**src/rtl/frq_pkg.sv**
```systemverilog
package frq_pkg;
    localparam int FLAG_N  = 5;
    localparam int F_RREQ  = 0;
    localparam int F_TREQ  = 1;
    localparam int F_END   = 2;
    localparam int F_UNDER = 3;
    localparam int F_OVER  = 4;
    localparam int CNT_LSB = 16;
    localparam int CNT_MAX_W = 7;
    localparam int CTRL_DIR   = 0;
    localparam int CTRL_FLUSH = 1;

    typedef enum logic [2:0] {
        A_STATUS = 3'd0,
        A_CLEAR  = 3'd1,
        A_MASK   = 3'd2,
        A_THRESH = 3'd3,
        A_DATA   = 3'd4,
        A_LENGTH = 3'd5,
        A_CTRL   = 3'd6,
        A_NONE   = 3'd7
    } reg_addr_e;
endpackage

```
**src/rtl/frq_store.sv**
```systemverilog
module frq_store #(
    parameter int DEPTH = 64,
    parameter int WIDTH = 32,
    localparam int PTR_W = (DEPTH > 1) ? $clog2(DEPTH) : 1,
    localparam int CNT_W = $clog2(DEPTH + 1)
) (
    input  logic             clk,
    input  logic             rst_n,
    input  logic             flush,
    input  logic             push,
    input  logic [WIDTH-1:0] wdata,
    input  logic             pop,
    output logic [WIDTH-1:0] rdata,
    output logic [CNT_W-1:0] level,
    output logic             full,
    output logic             empty
);
    typedef struct packed {
        logic [PTR_W-1:0] wr;
        logic [PTR_W-1:0] rd;
        logic [CNT_W-1:0] lvl;
    } st_t;

    st_t st_d, st_q;
    logic [WIDTH-1:0] mem_q [DEPTH];
    logic do_push, do_pop;

    function automatic logic [PTR_W-1:0] step(input logic [PTR_W-1:0] p);
        return (p == PTR_W'(DEPTH - 1)) ? '0 : p + 1'b1;
    endfunction

    assign full    = (st_q.lvl == CNT_W'(DEPTH));
    assign empty   = (st_q.lvl == '0);
    assign do_push = push && !full && !flush;
    assign do_pop  = pop && !empty && !flush;
    assign level   = st_q.lvl;
    assign rdata   = empty ? '0 : mem_q[st_q.rd];

    always_comb begin
        st_d = st_q;
        if (flush) begin
            st_d = '0;
        end else begin
            if (do_push) st_d.wr = step(st_q.wr);
            if (do_pop)  st_d.rd = step(st_q.rd);
            st_d.lvl = st_q.lvl + CNT_W'(do_push) - CNT_W'(do_pop);
        end
    end

    always_ff @(posedge clk or negedge rst_n) begin
        if (!rst_n) st_q <= '0;
        else        st_q <= st_d;
    end

    always_ff @(posedge clk) begin
        if (do_push) mem_q[st_q.wr] <= wdata;
    end
endmodule

```
**src/rtl/frq_progress.sv**
```systemverilog
module frq_progress #(
    parameter int DEPTH = 64,
    parameter int LEN_W = 16,
    localparam int CNT_W = $clog2(DEPTH + 1)
) (
    input  logic             clk,
    input  logic             rst_n,
    input  logic             restart,
    input  logic             dir_tx,
    input  logic [LEN_W-1:0] len,
    input  logic [CNT_W-1:0] thr,
    input  logic [CNT_W-1:0] level,
    input  logic             bus_step,
    input  logic             eng_step,
    output logic             rreq_cond,
    output logic             treq_cond
);
    typedef struct packed {
        logic [LEN_W-1:0] bus_cnt;
        logic [LEN_W-1:0] eng_cnt;
    } prog_t;

    prog_t pr_d, pr_q;
    logic [CNT_W-1:0] free_w;

    assign free_w    = CNT_W'(DEPTH) - level;
    assign rreq_cond = !dir_tx && (level != '0) &&
                       ((level >= thr) || (pr_q.eng_cnt >= len));
    assign treq_cond = dir_tx && (free_w >= thr) && (pr_q.bus_cnt < len);

    always_comb begin
        pr_d = pr_q;
        if (restart) begin
            pr_d = '0;
        end else begin
            if (bus_step && !(&pr_q.bus_cnt)) pr_d.bus_cnt = pr_q.bus_cnt + 1'b1;
            if (eng_step && !(&pr_q.eng_cnt)) pr_d.eng_cnt = pr_q.eng_cnt + 1'b1;
        end
    end

    always_ff @(posedge clk or negedge rst_n) begin
        if (!rst_n) pr_q <= '0;
        else        pr_q <= pr_d;
    end
endmodule

```
**src/rtl/frq_flags.sv**
```systemverilog
module frq_flags #(
    parameter int N = 5
) (
    input  logic         clk,
    input  logic         rst_n,
    input  logic [N-1:0] set_i,
    input  logic [N-1:0] clr_i,
    input  logic [N-1:0] mask_i,
    output logic [N-1:0] flags_o,
    output logic         irq_o
);
    logic [N-1:0] flags_d, flags_q;

    always_comb begin
        flags_d = (flags_q & ~clr_i) | set_i;
    end

    always_ff @(posedge clk or negedge rst_n) begin
        if (!rst_n) flags_q <= '0;
        else        flags_q <= flags_d;
    end

    assign flags_o = flags_q;
    assign irq_o   = |(flags_q & ~mask_i);
endmodule

```
**src/rtl/fifo_req_irq.sv**
```systemverilog
module fifo_req_irq
    import frq_pkg::*;
#(
    parameter int DEPTH   = 64,
    parameter int LEN_W   = 16,
    parameter int THR_RST = 32,
    localparam int CNT_W  = $clog2(DEPTH + 1)
) (
    input  logic        clk,
    input  logic        rst_n,
    input  logic        reg_wr,
    input  logic        reg_rd,
    input  logic [2:0]  reg_addr,
    input  logic [31:0] reg_wdata,
    output logic [31:0] reg_rdata,
    input  logic        eng_push,
    input  logic [31:0] eng_wdata,
    input  logic        eng_pop,
    output logic [31:0] eng_rdata,
    input  logic        eng_done,
    output logic        irq
);
    typedef struct packed {
        logic [FLAG_N-1:0] mask;
        logic [CNT_W-1:0]  thr;
        logic [LEN_W-1:0]  len;
        logic              dir;
    } cfg_t;

    cfg_t cfg_d, cfg_q;
    reg_addr_e addr_e;
    logic wr_clear, wr_mask, wr_thr, wr_data, wr_len, wr_ctrl, rd_data;
    logic flush, restart, dir_q;
    logic f_push, f_pop, f_full, f_empty;
    logic [31:0] f_wdata, f_rdata;
    logic [CNT_W-1:0] lvl;
    logic bus_step, eng_step, rreq_c, treq_c;
    logic [FLAG_N-1:0] set_v, clr_v, flags;

    assign addr_e   = reg_addr_e'(reg_addr);
    assign wr_clear = reg_wr && (addr_e == A_CLEAR);
    assign wr_mask  = reg_wr && (addr_e == A_MASK);
    assign wr_thr   = reg_wr && (addr_e == A_THRESH);
    assign wr_data  = reg_wr && (addr_e == A_DATA);
    assign wr_len   = reg_wr && (addr_e == A_LENGTH);
    assign wr_ctrl  = reg_wr && (addr_e == A_CTRL);
    assign rd_data  = reg_rd && (addr_e == A_DATA);
    assign dir_q    = cfg_q.dir;
    assign flush    = wr_ctrl && reg_wdata[CTRL_FLUSH];
    assign restart  = flush || wr_len;

    always_comb begin
        cfg_d = cfg_q;
        if (wr_mask) cfg_d.mask = reg_wdata[FLAG_N-1:0];
        if (wr_thr)  cfg_d.thr  = reg_wdata[CNT_W-1:0];
        if (wr_len)  cfg_d.len  = reg_wdata[LEN_W-1:0];
        if (wr_ctrl) cfg_d.dir  = reg_wdata[CTRL_DIR];
    end

    always_ff @(posedge clk or negedge rst_n) begin
        if (!rst_n) begin
            cfg_q      <= '0;
            cfg_q.mask <= '1;
            cfg_q.thr  <= CNT_W'(THR_RST);
        end else begin
            cfg_q <= cfg_d;
        end
    end

    // Direction steers which side feeds and which side drains the FIFO.
    assign f_push  = dir_q ? wr_data : eng_push;
    assign f_pop   = dir_q ? eng_pop : rd_data;
    assign f_wdata = dir_q ? reg_wdata : eng_wdata;

    frq_store #(.DEPTH(DEPTH), .WIDTH(32)) u_store (
        .clk(clk), .rst_n(rst_n), .flush(flush),
        .push(f_push), .wdata(f_wdata), .pop(f_pop), .rdata(f_rdata),
        .level(lvl), .full(f_full), .empty(f_empty)
    );

    assign bus_step = dir_q ? (wr_data && !f_full) : (rd_data && !f_empty);
    assign eng_step = !dir_q && eng_push && !f_full;

    frq_progress #(.DEPTH(DEPTH), .LEN_W(LEN_W)) u_prog (
        .clk(clk), .rst_n(rst_n), .restart(restart), .dir_tx(dir_q),
        .len(cfg_q.len), .thr(cfg_q.thr), .level(lvl),
        .bus_step(bus_step), .eng_step(eng_step),
        .rreq_cond(rreq_c), .treq_cond(treq_c)
    );

    always_comb begin
        set_v          = '0;
        set_v[F_RREQ]  = rreq_c;
        set_v[F_TREQ]  = treq_c;
        set_v[F_END]   = eng_done;
        set_v[F_UNDER] = dir_q && eng_pop && f_empty;
        set_v[F_OVER]  = !dir_q && eng_push && f_full;
        clr_v          = wr_clear ? reg_wdata[FLAG_N-1:0] : '0;
    end

    frq_flags #(.N(FLAG_N)) u_flags (
        .clk(clk), .rst_n(rst_n), .set_i(set_v), .clr_i(clr_v),
        .mask_i(cfg_q.mask), .flags_o(flags), .irq_o(irq)
    );

    assign eng_rdata = f_rdata;

    always_comb begin
        reg_rdata = '0;
        case (addr_e)
            A_STATUS: begin
                reg_rdata[FLAG_N-1:0]      = flags;
                reg_rdata[CNT_LSB +: CNT_W] = lvl;
            end
            A_MASK:   reg_rdata[FLAG_N-1:0] = cfg_q.mask;
            A_THRESH: reg_rdata[CNT_W-1:0]  = cfg_q.thr;
            A_DATA:   reg_rdata = dir_q ? '0 : f_rdata;
            A_LENGTH: reg_rdata[LEN_W-1:0]  = cfg_q.len;
            A_CTRL:   reg_rdata[CTRL_DIR]   = cfg_q.dir;
            default:  reg_rdata = '0;
        endcase
    end
endmodule

```
**config.mk**
```make
export PLATFORM = sky130hd
export DESIGN_NAME = fifo_req_irq
export DESIGN_NICKNAME = d
export VERILOG_FILES = /design/src/rtl/frq_pkg.sv /design/src/rtl/frq_store.sv /design/src/rtl/frq_progress.sv /design/src/rtl/frq_flags.sv /design/src/rtl/fifo_req_irq.sv
export SDC_FILE = /design/constraint.sdc
export NUM_CORES = 2
export LEC_CHECK = 0
export BUFFER_PORTS_ARGS = -buffer_cell sky130_fd_sc_hd__buf_4
export CAP_MARGIN = 10
export CORE_MARGIN = 2
export CORE_UTILIZATION = 35
export CTS_CLUSTER_DIAMETER = 100
export DETAILED_ROUTE_END_ITERATION = 7
export PLACE_DENSITY = 0.56
export SETUP_SLACK_MARGIN = 0.2
export SYNTH_ARGS = -nofsm -noshare
export SYNTH_HDL_FRONTEND = slang
export SYNTH_HIERARCHICAL = 1
export SYNTH_SLANG_ARGS = --single-unit
```
**constraint.sdc**
```tcl
create_clock -name clk -period 3.9 [get_ports clk]
set_clock_uncertainty 0.1 [all_clocks]
set_input_delay 0.78 -clock clk [delete_from_list [all_inputs] [get_ports clk]]
set_output_delay 0.78 -clock clk [all_outputs]
set_load 0.02 [all_outputs]
```
### Word level (Yosys, flattened, before mapping)

Memories as Yosys holds them, arrays and structs flattened.
Index checks and enable logic that the tools add are counted.

| word-level totals | value |
|---|---|
| input bits | 74 |
| logic and storage cells | 102 |
| memories kept | 1 |
| RAM bits | 2048 |
| output and inout bits | 65 |
| bits in registers | 85 |

| operators by class | value |
|---|---|
| magnitude comparators | 4 |
| add/sub/neg operators | 7 |
| reduce and logical (&&, ||, !) cells | 43 |
| eq/ne operators | 9 |
| bitwise operators | 5 |
| multiplexer cells | 23 |

Memories:

| name | depth | bits a word | read ports | clocked after Yosys merged registers in | write ports | line | RTL |
|---|---|---|---|---|---|---|---|
| u_store.mem_q | 64 | 32 | 1 | 0 | 1 | frq_store.sv:25 | `logic [WIDTH-1:0] mem_q [DEPTH];` |

Operators by type and width:

| kind | number |
|---|---|
| $mux 32 | 4 |
| $add 16x1->16 const B | 2 |
| $mux 16 | 2 |
| $reduce_and 16->1 | 2 |
| $logic_and 1x1->1 | 25 |
| $mux 6 | 4 |
| $pmux 4 s5 | 1 |
| $mux 19 | 1 |
| $pmux 9 s2 | 1 |
| $ge 16x16->1 | 1 |
| $lt 16x16->1 | 1 |
| $ge 7x7->1 | 2 |
| $pmux 7 s2 | 1 |
| $add 6x1->6 const B | 2 |
| $eq 6x6->1 const B | 2 |
| $and 5x5->5 | 2 |
| $not 5->5 | 2 |
| $eq 3x3->1 const B | 3 |
| $mux 9 | 1 |
| $reduce_bool 2->1 | 4 |
| $add 7x1->7 | 1 |
| $eq 7x7->1 const B | 1 |
| $logic_not 7->1 | 1 |
| $reduce_bool 7->1 | 1 |
| other kinds (13) | 24 |

### Depth between registers and ports, before layout

| logic depth | value |
|---|---|
| depth after elaboration | 8 |
| mapped depth | 16 |
| mapped depth without buffers | 15 |

### Hierarchy

The synthesis kept the hierarchy.

Modules (own cells, without submodules):

| module | sequential area each (um2) | cells each | area an instance (um2) | times used |
|---|---|---|---|---|
| frq_store | 61974.4 | 3573 | 79845.3 | 1 |
| frq_progress | 800.8 | 315 | 2803.9 | 1 |
| fifo_req_irq | 733.2 | 196 | 2178.3 | 1 |
| frq_flags | 125.1 | 20 | 211.5 | 1 |

### Worst setup path before layout

No wires, ideal clock.

| path | value |
|---|---|
| path type | in2reg |
| start | input port reg_addr[0] |
| end | memory u_store.mem_q[31][0], enable pin |
| data required time | 3337 ps |
| setup time | 463 ps |
| path slack | -916 ps |
| cell stages on the path | 7 |
| arrival | 4253 ps |
| buffers on the path | 2 |
| cell sequence | buf_2 and4b_1 and2_1 clkbuf_1 nor2_1 inv_1 nor3_1 |

| between the ends | value |
|---|---|
| word-level cells in the longest chain between the ends | 7 |
| elaborated cells on any way between the ends | 11 |
| classes of those cells | 2 x eq/ne; 3 x mux; 6 x reduce/logical |

RTL lines:

| what | line | RTL |
|---|---|---|
| start, declared | fifo_req_irq.sv:13 | `input logic [2:0] reg_addr,` |
| $eq 3x3->1 | fifo_req_irq.sv:46 | `assign wr_ctrl = reg_wr && (addr_e == A_CTRL);` |
| $logic_and 1x1->1 | fifo_req_irq.sv:46 |  |
| $logic_and 1x1->1 | fifo_req_irq.sv:49 | `assign flush = wr_ctrl && reg_wdata[CTRL_FLUSH];` |
| net flush | fifo_req_irq.sv:33 | `logic flush, restart, dir_q;` |
| $logic_not 1->1 | frq_store.sv:34 | `assign do_push = push && !full && !flush;` |
| $logic_and 1x1->1 | frq_store.sv:34 |  |
| $mux 1 | frq_store.sv:56 | `if (do_push) mem_q[st_q.wr] <= wdata;` |
| $mux 1 (implied by the code) | frq_store.sv:56 |  |
| end, declared | frq_store.sv:25 |  |

The timed path passes the listed nets, and every way through them passes these cells.

### Worst setup path in the final report

| path | value |
|---|---|
| start | register u_store/st_q[7] in the netlist's numbering |
| end | output port reg_rdata[0] |

| between the ends | value |
|---|---|
| word-level cells in the longest chain between the ends | 4 |

RTL lines:

| what | line | RTL |
|---|---|---|
| start, declared | frq_store.sv:24 | `st_t st_d, st_q;` |
| start signal, assigned | frq_store.sv:52 | `else st_q <= st_d;` |
| $mem_v2 64x32 | - |  |
| $mux 32 | frq_store.sv:37 | `assign rdata = empty ? '0 : mem_q[st_q.rd];` |
| $mux 32 | fifo_req_irq.sv:117 | `A_DATA: reg_rdata = dir_q ? '0 : f_rdata;` |
| $pmux 1 s6 | fifo_req_irq.sv:110 | `case (addr_e)` |
| end, declared | fifo_req_irq.sv:15 | `output logic [31:0] reg_rdata,` |

Every way passes these cells.

==> results.tsv <==
stage	metric	value	unit
global_routing	grt_pass1_wl	340000	um
clock_network	clockBufferDepth	3	
synthesis	synthAdderAreaFrac	0.877	%
timing	setup_slack	-0.916	ns
min_path	hold_path_startpoint	reg_wdata[8]	
global_routing	grt_pass1_vias	44981	
layout	nets	4992	
clock_network	cts_num_sinks	2133	
detailed_routing	firstDrtPassIters	5	
timing	rsz0062_at_grt	true	
setup_path	reg2reg_slack	0.32	ns
setup_path	path_cells	buf_12, buf_16, mux4_2, mux2_4, o211ai_1, a32oi_1, buf_4, nor4b_4, a31oi_1, a31oi_1, buf_4	
placement	globalplace.congestion	0.847	
timing	min_period	4.82	ns
setup_path	timing.critical_path.buf_inv	4	
setup_path	crit_slowest_cell	mux4_2	
detailed_routing	drt_wl_total	241000	um
synthesis	synth-xor-area-share	0.391	%
placement	placed_area	0.0946	mm2
setup_path	ff2ff_path_depth	16	
status	status	finished, violations left	
setup_path	worstPathArrival	3.94	ns
setup_path	reg2reg_from	u_store/level[2]$_DFF_PN0_	
synthesis	synth_top_cell_area_share	72.3	%
setup_path	cp_max_fo	7	
synthesis	synth-edff-count	2048	
detailed_routing	wl_per_cell	29.4	um
synthesis	postSynthAreaPerCell	20.7	um2
status	failed_checks	negative setup slack	
synthesis	synth.net_count	4237	
timing	hold_violations	0	
placement	io_buffers	138	
setup_path	endpoint	reg_rdata[0]	
synthesis	async_flop_share	3.98	%
clock_network	htreeDepth	4	
setup_path	cp-end-kind	primary output	
detailed_routing	wl_met3	18700	um
setup_path	critPathTopFamily	compound AO/OA/AOI/OAI gates	
die	rows	180	
synthesis	yosysWarningCount	6	
die	die_y	497	um
timing	worstMarginPinSlew	1.22	ns
timing	timing.fmax	0.208	GHz
detailed_routing	routed-via-count	44932	
clock_network	clk_latency	0.85	ns
layout	final_area	0.105	mm2
clock_network	numCtsBuffers	210	
placement	hpwl	148000	um
setup_path	worstSetupStartpoint	u_store/st_q[7]$_DFFE_PN0P_	
layout	syn_to_final_growth	23.0	%
synthesis	muxShareOfSynthArea	16.2	%
detailed_routing	final_antenna_net_count	0	
synthesis	ys_seq_area_share	74.8	%
detailed_routing	route.top_layer_used	met5	
die	core_area	0.241	mm2
power_and_ir_drop	power.leakage	34.4	nW
setup_path	start_kind	register	
timing	slew_headroom	18.9	%
synthesis	synth_cell_types	78	
power_and_ir_drop	peakVddDrop	409	uV
synthesis	yosysTopAreaCell	edfxtp_1	
synthesis	synth_area	0.0850	mm2
layout	drive_gt1_share	37.9	%
global_routing	gr-total-overflow	0	
synthesis	synth-main-ff-cell	edfxtp_1	
synthesis	synth_compound_area_share	3.50	%
detailed_routing	wl_met1	101000	um
global_routing	antenna_found_initial	7	
setup_path	path_depth	11	
timing	setup_viol	64	
synthesis	synthCells	4104	
min_path	hp-class	in2reg	
detailed_routing	drc	0	
timing	drv_slew	0	
synthesis	ys_top_cells_by_area	edfxtp_1 (72%), mux4_2 (13%), dfrtp_1 (2.3%), mux2i_1 (1.9%), mux2_2 (1.6%)	
timing	fin_crit_sh	123	%
detailed_routing	drt-initial-drc-count	4990	
flow_run	cap_violations	0	
clock_network	cts_tree	yes	
setup_path	r2r_end	u_store/level[6]$_DFF_PN0_	
die	die_w	497	um
detailed_routing	wl_met2	114000	um
die	io_pins	139	
synthesis	synth_top_family_by_area	multiplexers	
power_and_ir_drop	p_per_area	665	mW/mm2
synthesis	ys_seq_elements	2133	
detailed_routing	via_per_inst	5.47	
setup_path	worst_path_largest_cell_delay	0.51	ns
die	start_util	35.3	%
clock_network	cts_root_buffer	clkbuf_16	
global_routing	grt_max_degree	65	
setup_path	required	3.02	ns
layout	finish.utilization	43.4	%
global_routing	grt_use_total	19.2	%
synthesis	synth-simple-area-share	2.45	%
die	die_area	0.247	mm2
setup_path	crit_type	reg2out	
clock_network	cts.clk_slew.worst_paths	0.06	ns
==> power breakdown <==
group	switching [mW]	internal, mW	total (mW)
clock	8.67	11.1	19.8
combinational	11.7	11.3	23.0
sequential	0.352	26.4	26.8
==> worst min-delay path by stage <==
stage / end / slack (ns) / depth (start not counted)
2_1_floorplan: u_flags/flags_o[3]$_DFF_PN0_ / 0.37 / 1
3_3_place_gp: u_flags/flags_o[3]$_DFF_PN0_ / 0.40 / 1
3_5_place_dp: u_flags/flags_o[3]$_DFF_PN0_ / 0.41 / 1
4_1_cts: cfg_q[16]$_DFFE_PN0P_ / 0.01 / 2
5_1_grt: cfg_q[14]$_DFFE_PN0P_ / 0.04 / 2
6_report: cfg_q[9]$_DFFE_PN0P_ / 0.07 / 2
==> area by class of cell <==
type | count | area (um2)
Fill cell | 20694 | 136000
Sequential cell | 2133 | 63700
Multi-Input combinational cell | 1688 | 21600
Timing Repair Buffer | 774 | 8550
Clock buffer | 255 | 5490
Tap cell | 3185 | 3990
Clock inverter | 128 | 1210
Inverter | 52 | 195
Antenna cell | 3 | 7.51
==> state kept, by name (all words and copies together), names as in the netlist <==
register / cells
dir_q: 1
cfg_q: 28
u_prog/pr_q: 32
u_flags/flags_o: 5
u_store/st_q: 12
u_store/level: 7
u_store/mem_q: 2048
==> cell families after synthesis <==
| kind of cell | count (synthesis) |
|---|---|
| fa+ha+maj | 59 |
| buf+inv | 283 |
| compound gates | 402 |
| mux | 765 |
| xor+xnor | 38 |
| simple gates | 424 |
| flops | 2133 |
==> stage by stage <==
| stage | cells | worst slack, ns | setup TNS [ns] | hold slack [ns] | total power, mW |
|---|---|---|---|---|---|
| after floorplan | 4104 | -0.117 | -134.17 | 0.367 | 38.1 |
| after global placement | 7703 | -0.252 | -1.84 | 0.404 | 46.8 |
| after detailed placement | 7703 | -0.222 | -1.65 | 0.415 | 46.9 |
| after CTS | 8173 | -0.935 | -49.43 | 0.0106 | 69.0 |
| after global routing | 8216 | -1.02 | -52.90 | 0.0379 | 72.1 |
| final | 8218 | -0.916 | -46.26 | 0.0735 | 69.6 |
==> per-layer routing <==
| metal | GRT usage, % | vias up |
|---|---|---|
| met1 | 26.5 | 24257 |
| li1 | - | 18661 |
| met3 | 3.59 | 292 |
| met2 | 30.8 | 1720 |
| met4 | 6.05 | 2 |
| met5 | 0 | - |
==> synthesized netlist by cell type (all sizes together), types with 26 or more instances <==
| cell type | number |
|---|---|
| edfxtp | 2048 |
| mux4 | 477 |
| o21ai | 29 |
| mux2i | 164 |
| o211ai | 85 |
| inv | 52 |
| a211o | 33 |
| nand2 | 92 |
| and2 | 26 |
| ha | 58 |
| a32oi | 30 |
| o22ai | 30 |
| nand3 | 29 |
| buf | 161 |
| dfrtp | 79 |
| a21oi | 47 |
| nor2 | 152 |
| a221oi | 27 |
| xor2 | 26 |
| a22o | 28 |
| nand2b | 38 |
| clkbuf | 70 |
| mux2 | 124 |
==> layout by cell type, fill, tap and decap left out, drive strengths merged, types with 17 or more instances in the layout <==
master and n:
a211o 33, a21o 18, a21oi 47, a221oi 27, a22o 28, a22oi 21
a32oi 30, and2 26, buf 767, bufinv 17, clkbuf 257, clkinv 97
dfrtp 79, edfxtp 2048, ha 58, inv 58, mux2 124, mux2i 164
mux4 477, nand2 92, nand2b 38, nand3 29, nor2 152, nor2b 24
o211ai 85, o21ai 29, o22ai 30, xor2 26
==> repair_timing <==
item	in CTS	in global routing
pin swaps	66	66
setup endpoints to repair	64	65
buffers inserted	72	39
cloned	13	2
hold buffers	2	0
endpoints found under the hold margin	43	0
resized for setup	248	163
==> worst register-to-register path: stages, from the launching register on <==
cell	delay, ns
dfrtp_1	0.38
inv_1	0.08
ha_1	0.14
or3b_4	0.37
buf_4	0.17
o21ai_2	0.18
nor2_1	0.08
inv_1	0.10
ha_1	0.16
inv_1	0.06
ha_1	0.21
fa_1	0.43
a21oi_1	0.16
o21bai_1	0.11
a21o_1	0.20
a21oi_1	0.17
mux2_2	0.35
Note: power is estimated with default switching activity, not from simulation.
